**config.mk**
```make
export PLATFORM = sky130hd
export DESIGN_NAME = addr_break_ctrl
export DESIGN_NICKNAME = d
export VERILOG_FILES = /design/src/rtl/abrk_pkg.sv /design/src/rtl/abrk_chan.sv /design/src/rtl/abrk_holdoff.sv /design/src/rtl/addr_break_ctrl.sv
export SDC_FILE = /design/constraint.sdc
export NUM_CORES = 1
export LEC_CHECK = 0
export BUFFER_PORTS_ARGS = -buffer_cell sky130_fd_sc_hd__buf_2
export CELL_PAD_IN_SITES_DETAIL_PLACEMENT = 2
export CELL_PAD_IN_SITES_GLOBAL_PLACEMENT = 2
export CORE_MARGIN = 2
export CORE_UTILIZATION = 35
export DETAILED_ROUTE_END_ITERATION = 7
export HOLD_SLACK_MARGIN = 0.12
export PLACE_DENSITY = 0.87
export RECOVER_POWER = 50
export SKIP_CTS_REPAIR_TIMING = 1
export SYNTH_ARGS = -nofsm -noshare
export SYNTH_HDL_FRONTEND = slang
export SYNTH_SLANG_ARGS = --single-unit
```
**constraint.sdc**
```tcl
create_clock -name clk_i -period 2 [get_ports clk_i]
set_clock_uncertainty 0.15 [all_clocks]
set_input_delay 0.2 -clock clk_i [delete_from_list [all_inputs] [get_ports clk_i]]
set_output_delay 0.2 -clock clk_i [all_outputs]
set_load 0.005 [all_outputs]
```
**src/rtl/abrk_pkg.sv**
```systemverilog
package abrk_pkg;
  localparam int unsigned NCH = 2;

  localparam logic [1:0] K_FETCH = 2'b00;
  localparam logic [1:0] K_READ  = 2'b01;
  localparam logic [1:0] K_WRITE = 2'b10;

  localparam logic [2:0] RA_BAR  = 3'd0;  // + channel
  localparam logic [2:0] RA_CTL  = 3'd2;  // + channel
  localparam logic [2:0] RA_STAT = 3'd4;

  typedef enum logic [1:0] {
    SEL_FETCH = 2'b00,
    SEL_READ  = 2'b01,
    SEL_WRITE = 2'b10,
    SEL_RW    = 2'b11
  } sel_e;

  typedef struct packed {
    sel_e sel;
    logic en;
  } ctl_t;
endpackage

```
**src/rtl/abrk_chan.sv**
```systemverilog
module abrk_chan
  import abrk_pkg::*;
#(
  parameter int unsigned AW = 16
) (
  input  logic          clk_i,
  input  logic          rst_ni,
  input  logic          mstop_i,
  input  logic          wr_bar_i,
  input  logic          wr_ctl_i,
  input  logic          wr_clr_i,
  input  logic          rd_stat_i,
  input  logic [AW-1:0] wdata_i,
  input  logic          acc_valid_i,
  input  logic [1:0]    acc_kind_i,
  input  logic [AW-1:0] acc_addr_i,
  input  logic          discard_i,
  input  logic          dma_i,
  output logic [AW-1:0] bar_o,
  output ctl_t          ctl_o,
  output logic          flag_o
);
  logic [AW-1:0] bar_q;
  ctl_t          ctl_q;
  logic          flag_q, seen_q, pend_q;
  logic          kind_ok, hit, set, clr;

  always_comb begin
    unique case (ctl_q.sel)
      SEL_FETCH: kind_ok = (acc_kind_i == K_FETCH);
      SEL_READ:  kind_ok = (acc_kind_i == K_READ);
      SEL_WRITE: kind_ok = (acc_kind_i == K_WRITE);
      default:   kind_ok = (acc_kind_i == K_READ) || (acc_kind_i == K_WRITE);
    endcase
  end

  assign hit = acc_valid_i && ctl_q.en && !mstop_i && kind_ok && (acc_addr_i == bar_q)
            && !((acc_kind_i == K_FETCH) && discard_i);
  assign set = !mstop_i && !dma_i && (hit || pend_q);
  assign clr = wr_clr_i && seen_q;

  always_ff @(posedge clk_i or negedge rst_ni) begin
    if (!rst_ni) begin
      bar_q  <= '0;
      ctl_q  <= '0;
      flag_q <= 1'b0;
      seen_q <= 1'b0;
      pend_q <= 1'b0;
    end else begin
      if (wr_bar_i) bar_q <= wdata_i;
      if (wr_ctl_i) ctl_q <= ctl_t'(wdata_i[2:0]);
      // one-deep deferral while another master owns the bus
      if (mstop_i)    pend_q <= 1'b0;
      else if (dma_i) pend_q <= pend_q || hit;
      else            pend_q <= 1'b0;
      if (set)      flag_q <= 1'b1;
      else if (clr) flag_q <= 1'b0;
      if (clr)                       seen_q <= 1'b0;
      else if (rd_stat_i && flag_q)  seen_q <= 1'b1;
    end
  end

  assign bar_o  = bar_q;
  assign ctl_o  = ctl_q;
  assign flag_o = flag_q;

  p_clear_needs_read_r5: assert property (@(posedge clk_i) disable iff (!rst_ni)
    $fell(flag_q) |-> $past(wr_clr_i && seen_q));
  p_stop_drops_r1: assert property (@(posedge clk_i) disable iff (!rst_ni)
    mstop_i |=> !pend_q && !$rose(flag_q));
  p_pend_from_dma_r7: assert property (@(posedge clk_i) disable iff (!rst_ni)
    $rose(pend_q) |-> $past(dma_i));
  p_disabled_quiet_r9: assert property (@(posedge clk_i) disable iff (!rst_ni)
    !ctl_q.en && !pend_q |=> !$rose(flag_q));
  p_discard_quiet_r6: assert property (@(posedge clk_i) disable iff (!rst_ni)
    acc_valid_i && acc_kind_i == K_FETCH && discard_i && !pend_q |=> !$rose(flag_q));
endmodule

```
**src/rtl/abrk_holdoff.sv**
```systemverilog
module abrk_holdoff #(
  parameter int unsigned HOLD = 3
) (
  input  logic clk_i,
  input  logic rst_ni,
  input  logic mask_set_i,
  output logic block_o
);
  localparam int unsigned CW = $clog2(HOLD + 1);
  logic [CW-1:0] cnt_q;

  always_ff @(posedge clk_i or negedge rst_ni) begin
    if (!rst_ni)            cnt_q <= '0;
    else if (mask_set_i)    cnt_q <= CW'(HOLD);
    else if (cnt_q != '0)   cnt_q <= cnt_q - 1'b1;
  end

  assign block_o = (cnt_q != '0);

  p_window_opens_r8: assert property (@(posedge clk_i) disable iff (!rst_ni)
    mask_set_i |=> block_o);
endmodule

```
**src/rtl/addr_break_ctrl.sv**
```systemverilog
module addr_break_ctrl
  import abrk_pkg::*;
#(
  parameter int unsigned AW   = 16,
  parameter int unsigned HOLD = 3
) (
  input  logic          clk_i,
  input  logic          rst_ni,
  input  logic          mstop_i,
  input  logic          reg_we_i,
  input  logic          reg_re_i,
  input  logic [2:0]    reg_addr_i,
  input  logic [AW-1:0] reg_wdata_i,
  output logic [AW-1:0] reg_rdata_o,
  input  logic          acc_valid_i,
  input  logic [1:0]    acc_kind_i,
  input  logic [AW-1:0] acc_addr_i,
  input  logic          fetch_discard_i,
  input  logic          dma_owner_i,
  input  logic          mask_set_i,
  output logic          irq_o
);
  logic [AW-1:0] bar   [NCH];
  ctl_t          ctl   [NCH];
  logic [NCH-1:0] flags;
  logic          wr_ok, block;

  assign wr_ok = reg_we_i && !mstop_i;

  for (genvar i = 0; i < NCH; i++) begin : g_ch
    abrk_chan #(.AW(AW)) i_chan (
      .clk_i      (clk_i),
      .rst_ni     (rst_ni),
      .mstop_i    (mstop_i),
      .wr_bar_i   (wr_ok && reg_addr_i == RA_BAR + 3'(i)),
      .wr_ctl_i   (wr_ok && reg_addr_i == RA_CTL + 3'(i)),
      .wr_clr_i   (wr_ok && reg_addr_i == RA_STAT && !reg_wdata_i[i]),
      .rd_stat_i  (reg_re_i && reg_addr_i == RA_STAT),
      .wdata_i    (reg_wdata_i),
      .acc_valid_i(acc_valid_i),
      .acc_kind_i (acc_kind_i),
      .acc_addr_i (acc_addr_i),
      .discard_i  (fetch_discard_i),
      .dma_i      (dma_owner_i),
      .bar_o      (bar[i]),
      .ctl_o      (ctl[i]),
      .flag_o     (flags[i])
    );
  end

  abrk_holdoff #(.HOLD(HOLD)) i_holdoff (
    .clk_i     (clk_i),
    .rst_ni    (rst_ni),
    .mask_set_i(mask_set_i),
    .block_o   (block)
  );

  always_comb begin
    unique case (reg_addr_i)
      3'd0:    reg_rdata_o = bar[0];
      3'd1:    reg_rdata_o = bar[1];
      3'd2:    reg_rdata_o = {{(AW-3){1'b0}}, ctl[0]};
      3'd3:    reg_rdata_o = {{(AW-3){1'b0}}, ctl[1]};
      3'd4:    reg_rdata_o = {{(AW-NCH){1'b0}}, flags};
      default: reg_rdata_o = '0;
    endcase
  end

  assign irq_o = (|flags) && !block;

  p_irq_has_source_r4: assert property (@(posedge clk_i) disable iff (!rst_ni)
    irq_o |-> |flags);
  p_irq_masked_r8: assert property (@(posedge clk_i) disable iff (!rst_ni)
    $past(mask_set_i) |-> !irq_o);
endmodule

```
# ---- Word level (Yosys, flattened, before mapping)
# Cells that the tools add are included.
# W data, S select, Z words.
dict set report classes {
  mux 17
  order_cmp 0
  bitwise 0
  shift 0
  n_div 0
  mul 0
  eq_ne 12
  add_sub_neg 1
  n_reduce_logical 48
}
# op n
set op_table {}
lappend op_table {{$pmux W16 S5} 1}
lappend op_table {{$eq A16 B16 Y1} 2}
lappend op_table {{$logic_and A1 B1 Y1} 28}
lappend op_table {{$mux W1} 12}
lappend op_table {{$reduce_bool A2 Y1} 6}
lappend op_table {{$eq A2 B1 Y1 const B} 3}
lappend op_table {{$eq A2 B2 Y1 const B} 3}
lappend op_table {{$eq A3 B2 Y1 const B} 2}
lappend op_table {{$logic_not A1 Y1} 6}
lappend op_table {{$logic_not A2 Y1} 3}
lappend op_table {{$pmux W1 S3} 2}
lappend op_table {{$mux W2} 2}
lappend op_table {{$eq A3 B1 Y1 const B} 1}
lappend op_table {{$eq A3 B3 Y1 const B} 1}
lappend op_table {{$logic_not A3 Y1} 1}
lappend op_table {{$logic_or A1 B1 Y1} 3}
lappend op_table {{$reduce_or A2 Y1} 1}
lappend op_table {{$sub A2 B1 Y2 const B} 1}
dict set report word_totals {
  memories 0
  word_cells 91
  ramBits 0
  inputBits 46
  output_inout_bits 17
  mem_bits_ro 0
  reg_bits 46
  latch_bits 0
}

# ---- Longest topological paths before layout
dict set report logic_depth {
  depth_word 9
  depth_mapped 7
  mapped_depth_nobuf 7
}

# ---- Modules after synthesis
# Synthesis repeated with hierarchy kept, for this count alone.
dict set report hier_totals {
  cells_unflattened 235
  hier_area_um2 2715.1
}
# mod instances cells_each area_per_inst_um2
set by_module_without_submodules {}
lappend by_module_without_submodules {abrk_chan 2 83 1094.8}
lappend by_module_without_submodules {addr_break_ctrl 1 58 415.4}
lappend by_module_without_submodules {abrk_holdoff 1 11 110.1}

# ---- Worst setup path after synthesis
# OpenSTA, ideal clock, no wires.
dict set report synth_path {
  path_kind {input to register}
  startpoint {input port reg_addr_i[1]}
  endpoint {register g_ch[1].i_chan.bar_q[0]}
  arrival_ps 1344
  setup_slack_ps 381
  setup_time_ps 125
  path_buffers 3
  stages 6
  cell_sequence {buf_6 or2_1 buf_6 nor2_4 buf_4 mux2_2}
}
dict set report synth_between {
  elab_chain_cells 2
}
# item line_no
set synth_rtl {}
lappend synth_rtl {{start, declared} addr_break_ctrl.sv:12} ;# input logic [2:0] reg_addr_i,
lappend synth_rtl {{$eq A3 B1 Y1} addr_break_ctrl.sv:35} ;# .wr_bar_i (wr_ok && reg_addr_i == RA_BAR + 3'(i)),
lappend synth_rtl {{$logic_and A1 B1 Y1} addr_break_ctrl.sv:35}
lappend synth_rtl {{end signal, assigned} abrk_chan.sv:50} ;# if (wr_bar_i) bar_q <= wdata_i;
lappend synth_rtl {{end, declared} abrk_chan.sv:23} ;# logic [AW-1:0] bar_q;
# No other way between the ends.
# A chain may end at the register's enable or synchronous reset.

# ---- Final worst setup path
dict set report layout_path {
  startpoint {register g_ch[0].i_chan.bar_q[2]}
  endpoint {register g_ch[0].i_chan.flag_q}
}
dict set report layout_between {
  elab_chain_cells 6
  elab_cells_between_ends 7
  classes_between {eq/ne (1); mux (1); reduce/logical (5)}
}
# item line_no
set layout_rtl {}
lappend layout_rtl {{start, declared} abrk_chan.sv:23}
lappend layout_rtl {{start signal, assigned} abrk_chan.sv:50}
lappend layout_rtl {{$eq A16 B16 Y1 (*)} abrk_chan.sv:37} ;# assign hit = acc_valid_i && ctl_q.en && !mstop_i && kind_ok && (acc_addr_i == bar_q)
lappend layout_rtl {{$logic_and A1 B1 Y1 (*)} abrk_chan.sv:37}
lappend layout_rtl {{$logic_and A1 B1 Y1 (*)} abrk_chan.sv:38} ;# && !((acc_kind_i == K_FETCH) && discard_i);
lappend layout_rtl {{$logic_or A1 B1 Y1 (*)} abrk_chan.sv:39} ;# assign set = !mstop_i && !dma_i && (hit || pend_q);
lappend layout_rtl {{$logic_and A1 B1 Y1 (*)} abrk_chan.sv:39}
lappend layout_rtl {{$mux W1 / $reduce_bool A2 Y1 (equally long branches)} --}
lappend layout_rtl {{end signal, assigned} abrk_chan.sv:46} ;# flag_q <= 1'b0;
lappend layout_rtl {{end signal, assigned} abrk_chan.sv:56} ;# if (set) flag_q <= 1'b1;
lappend layout_rtl {{end signal, assigned} abrk_chan.sv:57} ;# else if (clr) flag_q <= 1'b0;
lappend layout_rtl {{end, declared} abrk_chan.sv:25} ;# logic flag_q, seen_q, pend_q;
# Mark *: on every way between the ends. The rest lies on a longest branch, timed or not.

==> flow_summary.html <==
<table>
<tr><th>Metric</th><th>Value</th></tr>
<tr><th colspan="2">Logic synthesis</th></tr>
<tr><td>Cell count after synthesis</td><td>216</td></tr>
<tr><td>Count of synthesis-stage warnings from yosys</td><td>0</td></tr>
<tr><td>Top-area cell type share of the netlist area</td><td>0.432</td></tr>
<tr><td>Most frequently used flop master after synthesis</td><td>sky130_fd_sc_hd__dfrtp_1</td></tr>
<tr><td>Number of enable flip-flop cells after synthesis</td><td>0</td></tr>
<tr><td>Flop and latch count out of synthesis</td><td>46</td></tr>
<tr><td>Most numerous cell types in the synthesized netlist</td><td>sky130_fd_sc_hd__dfrtp_1, sky130_fd_sc_hd__mux2_2, sky130_fd_sc_hd__xnor2_1, sky130_fd_sc_hd__nor2_1, sky130_fd_sc_hd__mux2i_1</td></tr>
<tr><td>Cell types occupying the most area after synthesis</td><td>sky130_fd_sc_hd__dfrtp_1, sky130_fd_sc_hd__mux2_2, sky130_fd_sc_hd__xnor2_1, sky130_fd_sc_hd__mux2_4, sky130_fd_sc_hd__mux2i_1</td></tr>
<tr><td>Total nets after synthesis</td><td>around 270</td></tr>
<tr><td>Cell type with the highest aggregate area in the netlist</td><td>sky130_fd_sc_hd__dfrtp_1</td></tr>
<tr><td>Sequential fraction of the synthesis area</td><td>0.432</td></tr>
<tr><td>Netlist Area Pre-Place</td><td>0.00266 mm2</td></tr>
<tr><td>Leading cell type by number of instances after synthesis</td><td>sky130_fd_sc_hd__dfrtp_1</td></tr>
<tr><td>Post-synthesis async set-or-reset flop share</td><td>1.00</td></tr>
<tr><td>Number of distinct library cells after synthesis</td><td>35</td></tr>
<tr><td>Syn Area/Cell</td><td>12.3 um2</td></tr>
<tr><th colspan="2">Floorplanning</th></tr>
<tr><td>Die area</td><td>approximately 0.0083 mm2</td></tr>
<tr><td>Initial core utilization</td><td>0.365</td></tr>
<tr><td>Overall die width</td><td>91.2 um</td></tr>
<tr><td>Die Y</td><td>between 90 and 100 um</td></tr>
<tr><td>CORE AREA</td><td>~0.0073 mm2</td></tr>
<tr><td>Io pins</td><td>63</td></tr>
<tr><td>Row Count</td><td>31</td></tr>
<tr><th colspan="2">Setup path</th></tr>
<tr><td>Startpoint of the most critical register-to-register path</td><td>g_ch[0].i_chan.bar_o[2]</td></tr>
<tr><td>Reg-to-Reg End</td><td>g_ch[0].i_chan.flag_o</td></tr>
<tr><td>Startpoint class of the critical path</td><td>register</td></tr>
<tr><td>Largest fanout of any net on the critical path</td><td>3</td></tr>
<tr><td>Reg-to-reg setup timing slack</td><td>between 0.1 and 0.15 ns</td></tr>
<tr><td>Data required time of the critical path</td><td>2.05 ns</td></tr>
<tr><td>Crit path arrival time</td><td>around 1.9 ns</td></tr>
<tr><td>Crit path capture type</td><td>register</td></tr>
<tr><td>Delay of the slowest cell on the worst path</td><td>0.41 ns</td></tr>
<tr><td>Cell at the slowest stage of the critical path</td><td>sky130_fd_sc_hd__dfrtp_1</td></tr>
<tr><td>Ordered list of cells on the worst path</td><td>xnor2_1 -&gt; nand4_1 -&gt; nor4_1 -&gt; a31oi_1 -&gt; o31ai_1</td></tr>
<tr><td>Depth of the worst register-to-register path</td><td>5</td></tr>
<tr><td>Crit path kind</td><td>reg -&gt; reg</td></tr>
<tr><th colspan="2">Layout</th></tr>
<tr><td>Share of cells above drive strength 1</td><td>0.373</td></tr>
<tr><td>Final cell count without fillers</td><td>402</td></tr>
<tr><td>Inserted Diodes</td><td>0</td></tr>
<tr><td>Net count, final</td><td>353</td></tr>
<tr><td>Post-synthesis to final-layout area growth</td><td>25.1%</td></tr>
<tr><td>Final core area utilization</td><td>0.457</td></tr>
<tr><th colspan="2">Route</th></tr>
<tr><td>Detail-routed net length per standard cell</td><td>20.9 um</td></tr>
<tr><td>Drt drc</td><td>0</td></tr>
<tr><td>Pre-antenna DRT Iters</td><td>4</td></tr>
<tr><td>Via density per instance</td><td>5.00</td></tr>
<tr><td>Final routed wirelength across all metal layers</td><td>8420 um</td></tr>
<tr><td>DRC violation total after the first TritonRoute iteration</td><td>89</td></tr>
<tr><td>Remaining number of nets flagged by the antenna check after routing</td><td>0</td></tr>
<tr><td>Vias</td><td>2,009</td></tr>
<tr><th colspan="2">CTS</th></tr>
<tr><td>Clock latency on the worst-skew pair</td><td>0.31 ns</td></tr>
<tr><td>TritonCTS clock tree</td><td>yes</td></tr>
<tr><td>Worst-case clock buffer depth</td><td>2</td></tr>
<tr><td>Clock transition at the registers of the reported paths</td><td>~0.090 ns</td></tr>
<tr><td>Number of H-tree levels</td><td>2</td></tr>
<tr><td>Cts bufs inserted</td><td>5</td></tr>
<tr><td>Num Clock Sinks</td><td>46</td></tr>
<tr><td>Cell at the root of the clock tree</td><td>sky130_fd_sc_hd__clkbuf_8</td></tr>
<tr><th colspan="2">STA</th></tr>
<tr><td>Hold Vio Cnt, Final</td><td>0</td></tr>
<tr><td>Final cycle utilization of the critical path</td><td>0.935</td></tr>
<tr><td>Final-layout worst hold slack</td><td>0.166 ns</td></tr>
<tr><td>Final setup violation count</td><td>0</td></tr>
<tr><td>Normalized max-slew margin</td><td>0.458</td></tr>
<tr><td>Setup TNS</td><td>0 ns</td></tr>
<tr><td>Actual slew at the worst max-slew pin</td><td>between 0.8 and 0.9 ns</td></tr>
<tr><td>Count of pins over their slew limit</td><td>0</td></tr>
<tr><td>Maximum clock rate</td><td>0.535 GHz</td></tr>
<tr><td>Minimum clock period after layout</td><td>about 1.9 ns</td></tr>
<tr><td>RSZ-0062 raised after global routing</td><td>no</td></tr>
<tr><th colspan="2">Placement</th></tr>
<tr><td>Cell Count Post-Placement</td><td>374</td></tr>
<tr><td>Routability Congestion</td><td>0.820</td></tr>
<tr><td>Final HPWL DP</td><td>6080 um</td></tr>
<tr><td>Number of I/O port buffers</td><td>62</td></tr>
<tr><th colspan="2">Run</th></tr>
<tr><td>Max cap viols</td><td>0</td></tr>
<tr><th colspan="2">GRT</th></tr>
<tr><td>Number of global-route vias before repair</td><td>approximately 2,200</td></tr>
<tr><td>Global-route wire length before repair</td><td>around 13,000 um</td></tr>
<tr><td>Initial antenna violation count</td><td>0</td></tr>
<tr><td>Remaining global-route overflow</td><td>0</td></tr>
<tr><td>Global-route total usage across every layer</td><td>0.200</td></tr>
<tr><td>Largest net degree at the start of global routing</td><td>23</td></tr>
<tr><th colspan="2">Worst hold path</th></tr>
<tr><td>Startpoint of the worst hold path</td><td>reg_re_i</td></tr>
<tr><td>Cell count of the worst hold path</td><td>3</td></tr>
<tr><td>Min-Delay Path Class</td><td>in -&gt; reg</td></tr>
<tr><td>Hold Path End</td><td>g_ch[1].i_chan.seen_q</td></tr>
<tr><th colspan="2">Pwr</th></tr>
<tr><td>Static leakage power</td><td>0.00155 uW</td></tr>
<tr><td>Worst IR Drop VDD</td><td>between 0.0003 and 0.0004 V</td></tr>
<tr><td>PwrDens</td><td>799 mW/mm2</td></tr>
<tr><th colspan="2">Outcome</th></tr>
<tr><td>Status</td><td>completed</td></tr>
</table>
## area by class of cell
type	count	area [um2]
timing repair buffer	88	547
sequential	46	1150
inverter	5	18.8
clock buffer	7	76.3
multi-input combinational	157	1420
tap	99	124
fill	798	3960
## flip-flops by register name, indices dropped and copies added (netlist names)
| register | flops |
|---|---|
| g_ch.i_chan.ctl_o | 6 |
| g_ch.i_chan.flag_o | 2 |
| g_ch.i_chan.seen_q | 2 |
| g_ch.i_chan.bar_o | 32 |
| i_holdoff.cnt_q | 2 |
| g_ch.i_chan.pend_q | 2 |
## metal layers
layer / routed length [um] / track usage / up-vias
li1: - / - / 933
met1: 3680 / 0.258 / 1031
met2: 4430 / 0.349 / 39
met3: 221 / 0.0340 / 6
met4: 87 / 0.0492 / 0
met5: 0 / 0 / -
## per-stage QoR
step | area [um2] | total power [uW] | setup slack, ns
after floorplan | 2660 | 1790 | 0.381
after global placement | 3070 | 2020 | 0.154
after detailed placement | 3070 | 2090 | 0.134
after CTS | 3150 | 2660 | 0.169
after global routing | 3330 | 2830 | 0.0292
final | 3330 | 2660 | 0.129
## layout by cell type, fill, tap and decap left out
cell type / Yosys / routed
sky130_fd_sc_hd__a211o_1: 1 / 1
sky130_fd_sc_hd__a31oi_1: 2 / 2
sky130_fd_sc_hd__and2b_1: 1 / 1
sky130_fd_sc_hd__and3_1: 2 / 2
sky130_fd_sc_hd__buf_2: 1 / 61
sky130_fd_sc_hd__buf_4: 2 / 2
sky130_fd_sc_hd__clkbuf_1: 1 / 5
sky130_fd_sc_hd__clkbuf_2: 0 / 1
sky130_fd_sc_hd__clkbuf_8: 0 / 5
sky130_fd_sc_hd__dfrtp_1: 46 / 46
sky130_fd_sc_hd__dlygate4sd3_1: 0 / 21
sky130_fd_sc_hd__ha_1: 4 / 4
sky130_fd_sc_hd__inv_1: 5 / 5
sky130_fd_sc_hd__mux2_2: 28 / 28
sky130_fd_sc_hd__mux2_4: 10 / 10
sky130_fd_sc_hd__mux2i_1: 15 / 15
sky130_fd_sc_hd__mux4_2: 4 / 4
sky130_fd_sc_hd__nand2_1: 5 / 5
sky130_fd_sc_hd__nand2b_1: 4 / 4
sky130_fd_sc_hd__nand2b_4: 1 / 1
sky130_fd_sc_hd__nand3b_1: 2 / 2
sky130_fd_sc_hd__nand4_1: 6 / 6
sky130_fd_sc_hd__nand4b_1: 2 / 2
sky130_fd_sc_hd__nor2_1: 16 / 16
sky130_fd_sc_hd__nor2_4: 1 / 1
sky130_fd_sc_hd__nor2b_1: 2 / 2
sky130_fd_sc_hd__nor3_1: 1 / 1
sky130_fd_sc_hd__nor3b_1: 2 / 2
sky130_fd_sc_hd__nor4_1: 3 / 3
sky130_fd_sc_hd__o21a_1: 2 / 2
sky130_fd_sc_hd__o21ai_0: 5 / 5
sky130_fd_sc_hd__o22a_1: 2 / 2
sky130_fd_sc_hd__o31ai_1: 2 / 2
sky130_fd_sc_hd__or2_1: 1 / 1
sky130_fd_sc_hd__xnor2_1: 26 / 26
sky130_fd_sc_hd__xor2_1: 7 / 7
## kinds of logic after synthesis
logic type,synth area share
and+or+nand+nor,0.104
xor gates and xnor gates,0.109
AOI/OAI and AO/OA,0.0352
DFF,0.432
muxes,0.265
adders and majority gates,0.0188
buffers and inverters,0.0362
## power by group
group          switching [uW]  internal (uW)
clock network             319            242
registers                 195           1120
logic                     326            460
total                     840           1820
## critical path: cells and delay by family (launching register included)
kind,cells,cell delay [ns]
xor gates and xnor gates,1,0.22
AOI/OAI and AO/OA,2,0.49
DFF,1,0.41
and+or+nand+nor,2,0.51
## how the worst max path moves through the flow
stage | slack (ns) | endpoint | startpoint | depth (start not counted)
6_report | 0.13 | g_ch[0].i_chan.flag_o | g_ch[0].i_chan.bar_o[2] | 5
5_1_grt | 0.03 | g_ch[0].i_chan.flag_o | g_ch[0].i_chan.bar_o[1] | 5
4_1_cts | 0.17 | reg_rdata_o[2] | g_ch[1].i_chan.ctl_o[2] | 3
3_5_place_dp | 0.13 | g_ch[1].i_chan.ctl_o[2] | mstop_i | 5
3_3_place_gp | 0.15 | g_ch[1].i_chan.ctl_o[0] | mstop_i | 5
2_1_floorplan | 0.38 | g_ch[1].i_chan.bar_o[0] | reg_addr_i[1] | 6
No activity file was read; power rests on OpenSTA's default activity.
